[src/rtl/slp_pkg.sv]
package slp_pkg;

  typedef enum logic [1:0] {
    MODE_IDLE  = 2'b00,
    MODE_ADCQ  = 2'b01,
    MODE_PDOWN = 2'b10,
    MODE_RSVD  = 2'b11
  } slp_mode_e;

  typedef enum logic [1:0] {
    ST_RUN     = 2'b00,
    ST_SLEEP   = 2'b01,
    ST_STARTUP = 2'b10,
    ST_HALT    = 2'b11
  } slp_state_e;

  // clock domain indices
  localparam int DOM_N     = 5;
  localparam int DOM_CPU   = 0;
  localparam int DOM_FLASH = 1;
  localparam int DOM_IO    = 2;
  localparam int DOM_ADC   = 3;
  localparam int DOM_OSC   = 4;

  // wake source indices
  localparam int SRC_N     = 5;
  localparam int SRC_EXT0  = 0;
  localparam int SRC_PCHG  = 1;
  localparam int SRC_WDOG  = 2;
  localparam int SRC_ADC   = 3;
  localparam int SRC_IO    = 4;

  // domains left running while asleep in a given mode
  function automatic logic [DOM_N-1:0] dom_keep(slp_mode_e m);
    logic [DOM_N-1:0] k;
    k = '0;
    case (m)
      MODE_IDLE: begin
        k[DOM_IO]  = 1'b1;
        k[DOM_ADC] = 1'b1;
        k[DOM_OSC] = 1'b1;
      end
      MODE_ADCQ: begin
        k[DOM_ADC] = 1'b1;
        k[DOM_OSC] = 1'b1;
      end
      default: k = '0;
    endcase
    return k;
  endfunction

  // wake sources honoured in a given mode
  function automatic logic [SRC_N-1:0] src_allow(slp_mode_e m);
    logic [SRC_N-1:0] a;
    a = '0;
    a[SRC_EXT0] = 1'b1;
    a[SRC_PCHG] = 1'b1;
    a[SRC_WDOG] = 1'b1;
    case (m)
      MODE_IDLE: begin
        a[SRC_ADC] = 1'b1;
        a[SRC_IO]  = 1'b1;
      end
      MODE_ADCQ: a[SRC_ADC] = 1'b1;
      default:   ;
    endcase
    return a;
  endfunction

  function automatic logic osc_stops(slp_mode_e m);
    return (m == MODE_PDOWN) || (m == MODE_RSVD);
  endfunction

endpackage

[src/rtl/slp_cfg_reg.sv]
module slp_cfg_reg
  import slp_pkg::*;
(
  input  logic      clk,
  input  logic      rst_ni,
  input  logic      we_i,
  input  logic      slp_en_i,
  input  logic [1:0] mode_i,
  input  logic      enter_i,
  output logic      slp_en_q_o,
  output slp_mode_e act_d_o,
  output slp_mode_e act_q_o
);

  logic      en_q, en_d;
  slp_mode_e mode_q, mode_d;
  slp_mode_e act_q, act_d;

  always_comb begin
    en_d   = en_q;
    mode_d = mode_q;
    if (we_i) begin
      en_d   = slp_en_i;
      mode_d = slp_mode_e'(mode_i);
    end
  end

  always_comb begin
    act_d = act_q;
    if (enter_i) act_d = mode_q;
  end

  always_ff @(posedge clk or negedge rst_ni) begin
    if (!rst_ni) begin
      en_q   <= 1'b0;
      mode_q <= MODE_IDLE;
      act_q  <= MODE_IDLE;
    end else begin
      en_q   <= en_d;
      mode_q <= mode_d;
      act_q  <= act_d;
    end
  end

  assign slp_en_q_o = en_q;
  assign act_d_o    = act_d;
  assign act_q_o    = act_q;

endmodule

[src/rtl/slp_wake_filt.sv]
module slp_wake_filt
  import slp_pkg::*;
#(
  parameter int EXT0_FILT = 2
) (
  input  logic             clk,
  input  logic             rst_ni,
  input  logic [SRC_N-1:0] src_i,
  input  slp_mode_e        mode_i,
  output logic             wake_o
);

  logic             ext0_ok;
  logic [SRC_N-1:0] qual;

  generate
    if (EXT0_FILT > 1) begin : g_filt
      localparam int HW = EXT0_FILT - 1;
      logic [HW-1:0] hist_q, hist_d;

      always_comb hist_d = HW'({hist_q, src_i[SRC_EXT0]});

      always_ff @(posedge clk or negedge rst_ni) begin
        if (!rst_ni) hist_q <= '0;
        else         hist_q <= hist_d;
      end

      assign ext0_ok = src_i[SRC_EXT0] & (&hist_q);
    end else begin : g_nofilt
      assign ext0_ok = src_i[SRC_EXT0];
    end
  endgenerate

  always_comb begin
    qual           = src_i;
    qual[SRC_EXT0] = ext0_ok;
  end

  assign wake_o = |(qual & src_allow(mode_i));

endmodule

[src/rtl/slp_seq.sv]
module slp_seq
  import slp_pkg::*;
#(
  parameter int SU_W     = 8,
  parameter int HALT_CYC = 4
) (
  input  logic            clk,
  input  logic            rst_ni,
  input  logic            slp_req_i,
  input  logic            slp_en_i,
  input  slp_mode_e       mode_i,
  input  logic            wake_i,
  input  logic            core_rst_i,
  input  logic [SU_W-1:0] su_i,
  output slp_state_e      st_d_o,
  output logic            enter_o,
  output logic            go_d_o,
  output logic            rflag_d_o
);

  localparam int HCW = $clog2(HALT_CYC + 1);
  localparam int CW  = (SU_W > HCW) ? SU_W : HCW;
  localparam logic [CW-1:0] HALT_LOAD = CW'(HALT_CYC - 1);

  slp_state_e    st_q, st_d;
  logic [CW-1:0] cnt_q, cnt_d;
  logic          rflag_q, rflag_d;
  logic          enter, go_d;

  always_comb begin
    st_d    = st_q;
    cnt_d   = cnt_q;
    rflag_d = rflag_q;
    enter   = 1'b0;
    go_d    = 1'b0;
    case (st_q)
      ST_RUN: begin
        if (slp_req_i && slp_en_i) begin
          st_d    = ST_SLEEP;
          rflag_d = 1'b0;
          enter   = 1'b1;
        end
      end
      ST_SLEEP: begin
        if (wake_i || core_rst_i) begin
          rflag_d = rflag_q | core_rst_i;
          if (osc_stops(mode_i) && (su_i != '0)) begin
            st_d  = ST_STARTUP;
            cnt_d = CW'(su_i) - CW'(1);
          end else begin
            st_d  = ST_HALT;
            cnt_d = HALT_LOAD;
          end
        end
      end
      ST_STARTUP: begin
        rflag_d = rflag_q | core_rst_i;
        if (cnt_q == '0) begin
          st_d  = ST_HALT;
          cnt_d = HALT_LOAD;
        end else begin
          cnt_d = cnt_q - CW'(1);
        end
      end
      ST_HALT: begin
        rflag_d = rflag_q | core_rst_i;
        if (cnt_q == '0) begin
          st_d = ST_RUN;
          go_d = 1'b1;
        end else begin
          cnt_d = cnt_q - CW'(1);
        end
      end
      default: st_d = ST_RUN;
    endcase
  end

  always_ff @(posedge clk or negedge rst_ni) begin
    if (!rst_ni) begin
      st_q    <= ST_RUN;
      cnt_q   <= '0;
      rflag_q <= 1'b0;
    end else begin
      st_q    <= st_d;
      cnt_q   <= cnt_d;
      rflag_q <= rflag_d;
    end
  end

  assign st_d_o    = st_d;
  assign enter_o   = enter;
  assign go_d_o    = go_d;
  assign rflag_d_o = rflag_d;

endmodule

[src/rtl/slp_out_reg.sv]
module slp_out_reg
  import slp_pkg::*;
(
  input  logic             clk,
  input  logic             rst_ni,
  input  slp_state_e       st_d_i,
  input  slp_mode_e        mode_d_i,
  input  logic             go_d_i,
  input  logic             rflag_d_i,
  output logic [DOM_N-1:0] en_o,
  output logic             run_o,
  output logic             go_o,
  output logic             rvec_o
);

  localparam logic [DOM_N-1:0] OSC_ONLY = DOM_N'(1) << DOM_OSC;
  localparam logic [DOM_N-1:0] NO_CPU   = ~(DOM_N'(1) << DOM_CPU);

  logic [DOM_N-1:0] en_d;
  logic             run_d;

  always_comb begin
    case (st_d_i)
      ST_RUN:     en_d = '1;
      ST_SLEEP:   en_d = dom_keep(mode_d_i);
      ST_STARTUP: en_d = OSC_ONLY;
      ST_HALT:    en_d = NO_CPU;
      default:    en_d = '1;
    endcase
    run_d = (st_d_i == ST_RUN);
  end

  generate
    for (genvar d = 0; d < DOM_N; d++) begin : g_dom
      logic en_q;
      always_ff @(posedge clk or negedge rst_ni) begin
        if (!rst_ni) en_q <= 1'b1;
        else         en_q <= en_d[d];
      end
      assign en_o[d] = en_q;
    end
  endgenerate

  logic run_q, go_q, rvec_q;

  always_ff @(posedge clk or negedge rst_ni) begin
    if (!rst_ni) begin
      run_q  <= 1'b1;
      go_q   <= 1'b0;
      rvec_q <= 1'b0;
    end else begin
      run_q  <= run_d;
      go_q   <= go_d_i;
      rvec_q <= rflag_d_i;
    end
  end

  assign run_o  = run_q;
  assign go_o   = go_q;
  assign rvec_o = rvec_q;

endmodule

[src/rtl/sleep_clkgate_ctrl.sv]
module sleep_clkgate_ctrl
  import slp_pkg::*;
#(
  parameter int SU_W      = 8,
  parameter int HALT_CYC  = 4,
  parameter int EXT0_FILT = 2
) (
  input  logic            clk_ref,
  input  logic            rst_n,
  input  logic            cfg_we,
  input  logic            cfg_slp_en,
  input  logic [1:0]      cfg_mode,
  input  logic            slp_req,
  input  logic            core_rst,
  input  logic            wake_ext0,
  input  logic            wake_pinchg,
  input  logic            wake_wdog,
  input  logic            wake_adc,
  input  logic            wake_io,
  input  logic [SU_W-1:0] su_cycles,
  output logic            ce_cpu,
  output logic            ce_flash,
  output logic            ce_io,
  output logic            ce_adc,
  output logic            osc_en,
  output logic            cpu_run,
  output logic            vec_go,
  output logic            vec_rst
);

  // reset: asserted asynchronously, released on the clock
  logic [1:0] rsync_q;
  logic       rst_sync_n;

  always_ff @(posedge clk_ref or negedge rst_n) begin
    if (!rst_n) rsync_q <= 2'b00;
    else        rsync_q <= {rsync_q[0], 1'b1};
  end
  assign rst_sync_n = rsync_q[1];

  logic             slp_en_q;
  slp_mode_e        act_d, act_q;
  logic             enter, wake, go_d, rflag_d;
  slp_state_e       st_d;
  logic [SRC_N-1:0] src;
  logic [DOM_N-1:0] en;

  always_comb begin
    src           = '0;
    src[SRC_EXT0] = wake_ext0;
    src[SRC_PCHG] = wake_pinchg;
    src[SRC_WDOG] = wake_wdog;
    src[SRC_ADC]  = wake_adc;
    src[SRC_IO]   = wake_io;
  end

  slp_cfg_reg i_cfg (
    .clk        (clk_ref),
    .rst_ni     (rst_sync_n),
    .we_i       (cfg_we),
    .slp_en_i   (cfg_slp_en),
    .mode_i     (cfg_mode),
    .enter_i    (enter),
    .slp_en_q_o (slp_en_q),
    .act_d_o    (act_d),
    .act_q_o    (act_q)
  );

  slp_wake_filt #(.EXT0_FILT(EXT0_FILT)) i_wake (
    .clk    (clk_ref),
    .rst_ni (rst_sync_n),
    .src_i  (src),
    .mode_i (act_q),
    .wake_o (wake)
  );

  slp_seq #(.SU_W(SU_W), .HALT_CYC(HALT_CYC)) i_seq (
    .clk        (clk_ref),
    .rst_ni     (rst_sync_n),
    .slp_req_i  (slp_req),
    .slp_en_i   (slp_en_q),
    .mode_i     (act_q),
    .wake_i     (wake),
    .core_rst_i (core_rst),
    .su_i       (su_cycles),
    .st_d_o     (st_d),
    .enter_o    (enter),
    .go_d_o     (go_d),
    .rflag_d_o  (rflag_d)
  );

  slp_out_reg i_out (
    .clk       (clk_ref),
    .rst_ni    (rst_sync_n),
    .st_d_i    (st_d),
    .mode_d_i  (act_d),
    .go_d_i    (go_d),
    .rflag_d_i (rflag_d),
    .en_o      (en),
    .run_o     (cpu_run),
    .go_o      (vec_go),
    .rvec_o    (vec_rst)
  );

  assign ce_cpu   = en[DOM_CPU];
  assign ce_flash = en[DOM_FLASH];
  assign ce_io    = en[DOM_IO];
  assign ce_adc   = en[DOM_ADC];
  assign osc_en   = en[DOM_OSC];

endmodule

[config.mk]
export PLATFORM = sky130hd
export DESIGN_NAME = sleep_clkgate_ctrl
export DESIGN_NICKNAME = d
export VERILOG_FILES = /design/src/rtl/slp_pkg.sv /design/src/rtl/slp_cfg_reg.sv /design/src/rtl/slp_wake_filt.sv /design/src/rtl/slp_seq.sv /design/src/rtl/slp_out_reg.sv /design/src/rtl/sleep_clkgate_ctrl.sv
export SDC_FILE = /design/constraint.sdc
export NUM_CORES = 1
export LEC_CHECK = 0
export BUFFER_PORTS_ARGS = -buffer_cell sky130_fd_sc_hd__buf_2
export CORE_UTILIZATION = 50
export CTS_CLUSTER_DIAMETER = 40
export DETAILED_ROUTE_END_ITERATION = 7
export PLACE_DENSITY = 0.74
export SLEW_MARGIN = 15
export SYNTH_ARGS = -nofsm -noshare
export SYNTH_HDL_FRONTEND = slang
export SYNTH_SLANG_ARGS = --single-unit
[constraint.sdc]
create_clock -name clk_ref -period 1.2 [get_ports clk_ref]
set_input_delay 0.12 -clock clk_ref [delete_from_list [all_inputs] [get_ports clk_ref]]
set_output_delay 0.12 -clock clk_ref [all_outputs]
set_load 0.02 [all_outputs]
== Word-level counts from Yosys, hierarchy flattened ==
Cells that the tools add are included.
Storage, ports and cells
  bits in registers: 26
  bits of input ports: 21
  output and inout bits: 8
  logic and storage cells: 74
Cells by class
  add/sub/neg operators: 2
  equality and inequality tests: 13
  multiplexer cells: 24
  bitwise operators: 3
  reduce and logical (&&, ||, !) cells: 17
Operator list (count)
  2-to-1 mux 8 bit: 4
  one-hot mux 8 bit (3 select lines): 1
  one-hot mux 5 bit (4 select lines): 1
  subtractor 8 x 1 -> 8 bit (second input constant): 2
  == test 2 bit (second input constant): 6
  2-to-1 mux 2 bit: 6
  2-to-1 mux 1 bit: 10
  == test 2 x 1 -> 1 bit (second input constant): 4
  zero test 2 bit: 4
  zero test 8 bit: 1
  one-hot mux 2 bit (4 select lines): 1
  nonzero test 8 bit: 1
  OR reduction 2 bit: 3
  bitwise AND 5 bit: 1
  OR reduction 5 bit: 1
  inequality test 2 x 1 -> 1 bit (second input constant): 2
  one-hot mux 1 bit (3 select lines): 1
  AND reduction 3 bit: 1
  nonzero test 3 bit: 1
  logical AND 1 bit: 2
  logical OR 1 bit: 2
  inequality test 2 bit (second input constant): 1
  AND reduction 2 bit: 1
  bitwise AND 1 bit: 1
  OR 1 bit: 1

== Longest topological paths before layout ==
  depth in word-level cells: 10
  gate-level depth with buffers: 11
  mapped depth without buffers: 11

== Modules after synthesis ==
From an unflattened synthesis, not the netlist that was laid out.
Second synthesis, totals
  cell total of the unflattened synthesis: 145
  area total of the unflattened synthesis: 1502.7 µm²
Modules (own cells, without submodules)
  slp_seq: instances 1, cells each 103, area each 890.9 µm², sequential area each 275.3 µm²
  slp_out_reg: instances 1, cells each 24, area each 325.3 µm², sequential area each 181.4 µm²
  slp_cfg_reg: instances 1, cells each 10, area each 181.4 µm², sequential area each 125.1 µm²
  sleep_clkgate_ctrl: instances 1, cells each 3, area each 53.8 µm², sequential area each 50.0 µm²
  slp_wake_filt: instances 1, cells each 5, area each 51.3 µm², sequential area each 25.0 µm²

== Worst setup path after synthesis ==
No wires, ideal clock.
  path kind: reg-to-reg
  from: register i_seq.cnt_q[5]
  to: register i_out.g_dom[4].en_q
  setup time: 87 ps
  arrival time: 2370 ps
  data required time: 1113 ps
  slack: -1256 ps
  cell stages (with the launch flop): 11
  path buffers: 2
  clock period less this slack: 2456 ps
  path through: dfrtp_1 -> or4_4 -> buf_6 -> nor4b_4 -> a211o_1 -> buf_2 -> inv_1 -> ha_1 -> nor2_1 -> a21boi_0 -> nand2b_1
Between the ends
  word-level cells in the longest chain between the ends: 5
  elaborated cells on any way between the ends: 9
  those cells by class: eq/ne: 3; mux: 4; reduce/logical: 2
Ends and longest elaborated chain
  start, declared: RTL line slp_seq.sv:26  | logic [CW-1:0] cnt_q, cnt_d;
  start signal, assigned: RTL line slp_seq.sv:85  | cnt_q <= cnt_d;
  zero test 8 bit *: RTL line slp_seq.sv:58, slp_seq.sv:67
  2-to-1 mux 2 bit, on equally long branches: RTL line slp_seq.sv:67, slp_seq.sv:58
  one-hot mux 2 bit (4 select lines) *: RTL line slp_seq.sv:36  | case (st_q)
  net i_out.st_d_i[1]: RTL line slp_out_reg.sv:6  | input slp_state_e st_d_i,
  == test 2 bit (tied with other cells): RTL line slp_out_reg.sv:23  | case (st_d_i)
  one-hot mux 5 bit (4 select lines) *: RTL line slp_out_reg.sv:23
  net i_out.en_d[4]: RTL line slp_out_reg.sv:19  | logic [DOM_N-1:0] en_d;
  end signal, assigned: RTL line slp_out_reg.sv:38  | else en_q <= en_d[d];
  end, declared: RTL line slp_out_reg.sv:35  | logic en_q;
Mark *: on every way through the listed nets, which the timed path passes. The rest lies on a longest branch.
A chain may end at the register's enable or synchronous reset.

== Worst setup path after layout ==
  from: register i_seq.cnt_q[4]
  to: register i_seq.cnt_q[1]
Between the ends
  word-level cells in the longest chain between the ends: 3
  elaborated cells on any way between the ends: 5
  those cells by class: eq/ne: 1; mux: 2; reduce/logical: 2
Ends and longest elaborated chain (RTL line)
  zero test 8 bit *: slp_seq.sv:58, slp_seq.sv:67
  2-to-1 mux 8 bit or inequality test 2 bit (tied branches)
  one-hot mux 8 bit (3 select lines) or AND reduction 3 bit (tied branches)
Every way passes the cells marked *; elsewhere a longest branch is shown, timed or not.

==> results.md <==
* Outcome: finished with violations
* Failing checks: negative setup slack
* Number of max-cap violations at 0
* Critical path arrival at 2.53 ns
* Overall power at 4570 µW
* Port Buffers at 28
* First-pass GRT wire length at roughly 7000 µm
* Critical path cell sequence: or4_4, buf_6, buf_6, or4_4, and2_4, a221o_1, o21ai_1
* Dominant cell type by area after synthesis: dfrtp_1
* Diodes inserted at 0
* Vias in the first global route at approximately 1,500
* Critical path data required time at between 1 and 1.5 ns
* Drt first pass iters at 4
* EDFF count, synth at 0
* Layout cell share with drive strength beyond 1 at 0.553
* Synth-to-Final Area Change at 57.8%
* Routed Antenna Nets at 0
* Routed vias/inst at between 5 and 6
* Count leader, synth: dfrtp_1
* Total CTS buffers at 3
* Final period utilization at 1.90
* Slew Viols, Final at 0
* Worst min path class: input pin to flop
* Clk root buf: clkbuf_4
* Pwr dens at roughly 2000 nW/µm²
* CP endpoint kind: flop
* GR Overflow Total at 0
* Critical path's largest stage delay at between 0.5 and 0.6 ns
* Type of origin of the critical path: flop
* CORE AREA at around 2600 µm²
* Die Area at 3050 µm²
* Final Hold Fails at 0
* Drt wl/cell at approximately 18 µm
* Die X at 55.3 µm
* YS warnings at 0
* Clk slew on worst S/H paths at approximately 0.14 ns
* Main synth FF type: dfrtp_1
* Detail Placement HPWL at 2910 µm
* CP bufs+invs at 2
* Largest net degree at the start of global routing at 24
* Mapped Area at 1420 µm²
* Top delay family on crit path: simple AND/OR/NAND/NOR gates
* Final WS setup at -1.08 ns
* FF+latch count, synth at 25
* CTS Buffer Depth at 2
* Overall global routing resource usage at 0.288
* Cells after synthesis at ~150
* Final TNS setup at -14.10 ns
* Largest cells by area after synthesis: dfrtp_1 35%, dfstp_2 9.3%, ha_1 5.3%
* Max Fclk at roughly 0.44 GHz
* CTS sink cnt at 25
* WL final at 4630 µm
* H-Tree Depth at 1
* Crit-path max FO at 3
* Initial antenna violation count at 0
* Io pins at 29
* Post-synth top cells: 20 x dfrtp_1, 15 x nor2_1, 11 x o21ai_0, 9 x inv_1, 8 x a21oi_1
* Avg Cell Area, Syn at a little under 10 µm²
* Max IR drop VDD at between 1.5 and 2 mV
* Crit Path Category: flop to flop
* # nets final at ~260
* Leak at between 0.001 and 0.0015 µW
* Initial Util at 0.553
* FFs w/ async S/R, synth at 1.00
* Vias after detailed routing at roughly 1,500
* Syn_nets at 172
* RSZ-0062 raised after global routing: true
* CP max stage cell: or4_4
* DRT iter0 DRCs at 97
* Die Ht at between 50 and 60 µm
* Dpl ws at -1.09 ns
* CTS tree: done
* Fin crit period at 2.28 ns
* Site Rows at 18
* Placer's final routability congestion estimate at ~0.95
* Clk_lat worst skew at 0.32 ns
* Synth top area share at 0.353
* Final setup fails at 19
* DR DRC count at 0
* Synth cell types at 48
* Seq/Total Area, Yosys at 0.445
* Final Skew at approximately 0.0012 ns
metal layers:
metal | wire length, µm | global-route usage | vias up | part of all wire
li1 | - | - | 687 | -
met1 | 1770 | 0.338 | 742 | 0.38
met2 | 2430 | 0.522 | 75 | 0.52
met3 | 227 | 0.0422 | 21 | 0.049
met4 | 206 | 0.118 | 0 | 0.045
met5 | 0 | 0 | - | 0
repair_timing:
action	in CTS	in global routing
setup buffers	12	6
hold buffers	2	0
pin swaps	15	10
hold endpoints to repair	3	0
resized for setup	26	20
endpoints found under the setup margin	19	19
cells in the final DEF, fill, tap and decap left out, drive strengths merged, types with 3 or more instances in the layout:
cell	netlist	layout
inv	9	9
or4	4	4
nand2b	3	3
clkbuf	2	3
ha	6	6
a31oi	3	3
nor3	6	6
mux2i	3	3
nor2	15	15
nor2b	4	4
nand2	7	7
a21oi	8	8
dfstp	5	5
o21ai	13	13
dfrtp	20	20
buf	4	83
mux2	3	3
worst paths after layout:
path                       cells after the start           start                  end  slack (ns)
max reg2reg                                    7  i_seq.cnt_q[4]       i_seq.cnt_q[1]       -1.08
max in group asynchronous                      1      rsync_q[1]  i_out.g_dom[0].en_q        0.69
max                                            7  i_seq.cnt_q[4]       i_seq.cnt_q[1]       -1.08
min reg2reg                                    1      rsync_q[1]       i_seq.cnt_q[4]        0.22
min in group asynchronous                      2           rst_n           rsync_q[0]        0.08
min                                            2      cfg_slp_en     i_cfg.slp_en_q_o        0.02
logic make-up after synthesis:
kind of cell               Yosys count  share of synthesized area
AOI/OAI and AO/OA                   42                      0.198
buffers and inverters               15                     0.0494
adders and majority gates            6                     0.0529
DFF                                 25                      0.445
xor gates and xnor gates             1                    0.00617
muxes                                6                     0.0450
and+or+nand+nor                     49                      0.201
other                                1                    0.00264
report_power, final:
part	switching (µW)	total, µW	internal (µW)	leakage (µW)
clock network	258	383	125	0.0000177
logic	1390	2840	1450	0.000751
registers	189	1340	1150	0.000291
total	1840	4570	2730	0.00106
state kept, by name, summed over array words and instances, names as in the netlist, 2 cells and up:
signal	flops
i_seq.st_q	2
i_cfg.mode_q	2
i_out.g_dom.en_q	5
rsync_q	2
i_seq.cnt_q	8
i_cfg.act_q_o	2
through the flow:
stage                     instances  area (µm²)  utilization  hold slack [ns]
final                           258        2240        0.872           0.0208
after global routing            258        2240        0.872          0.00593
after CTS                       254        2120        0.824           0.0122
after detailed placement        239        1890        0.737          -0.0914
after global placement          239        1890        0.737          -0.0954
after floorplan                 145        1440            -           -0.176
cell type report:
class,count,area [µm²]
fillers,124,329
clock buffers,3,22.5
well taps,30,37.5
multi-input cells,105,887
clock inverters,1,5.00
flip-flops and latches,25,632
inverters,9,36.3
repair buffers,85,618
No activity file was read; power rests on OpenSTA's default activity.
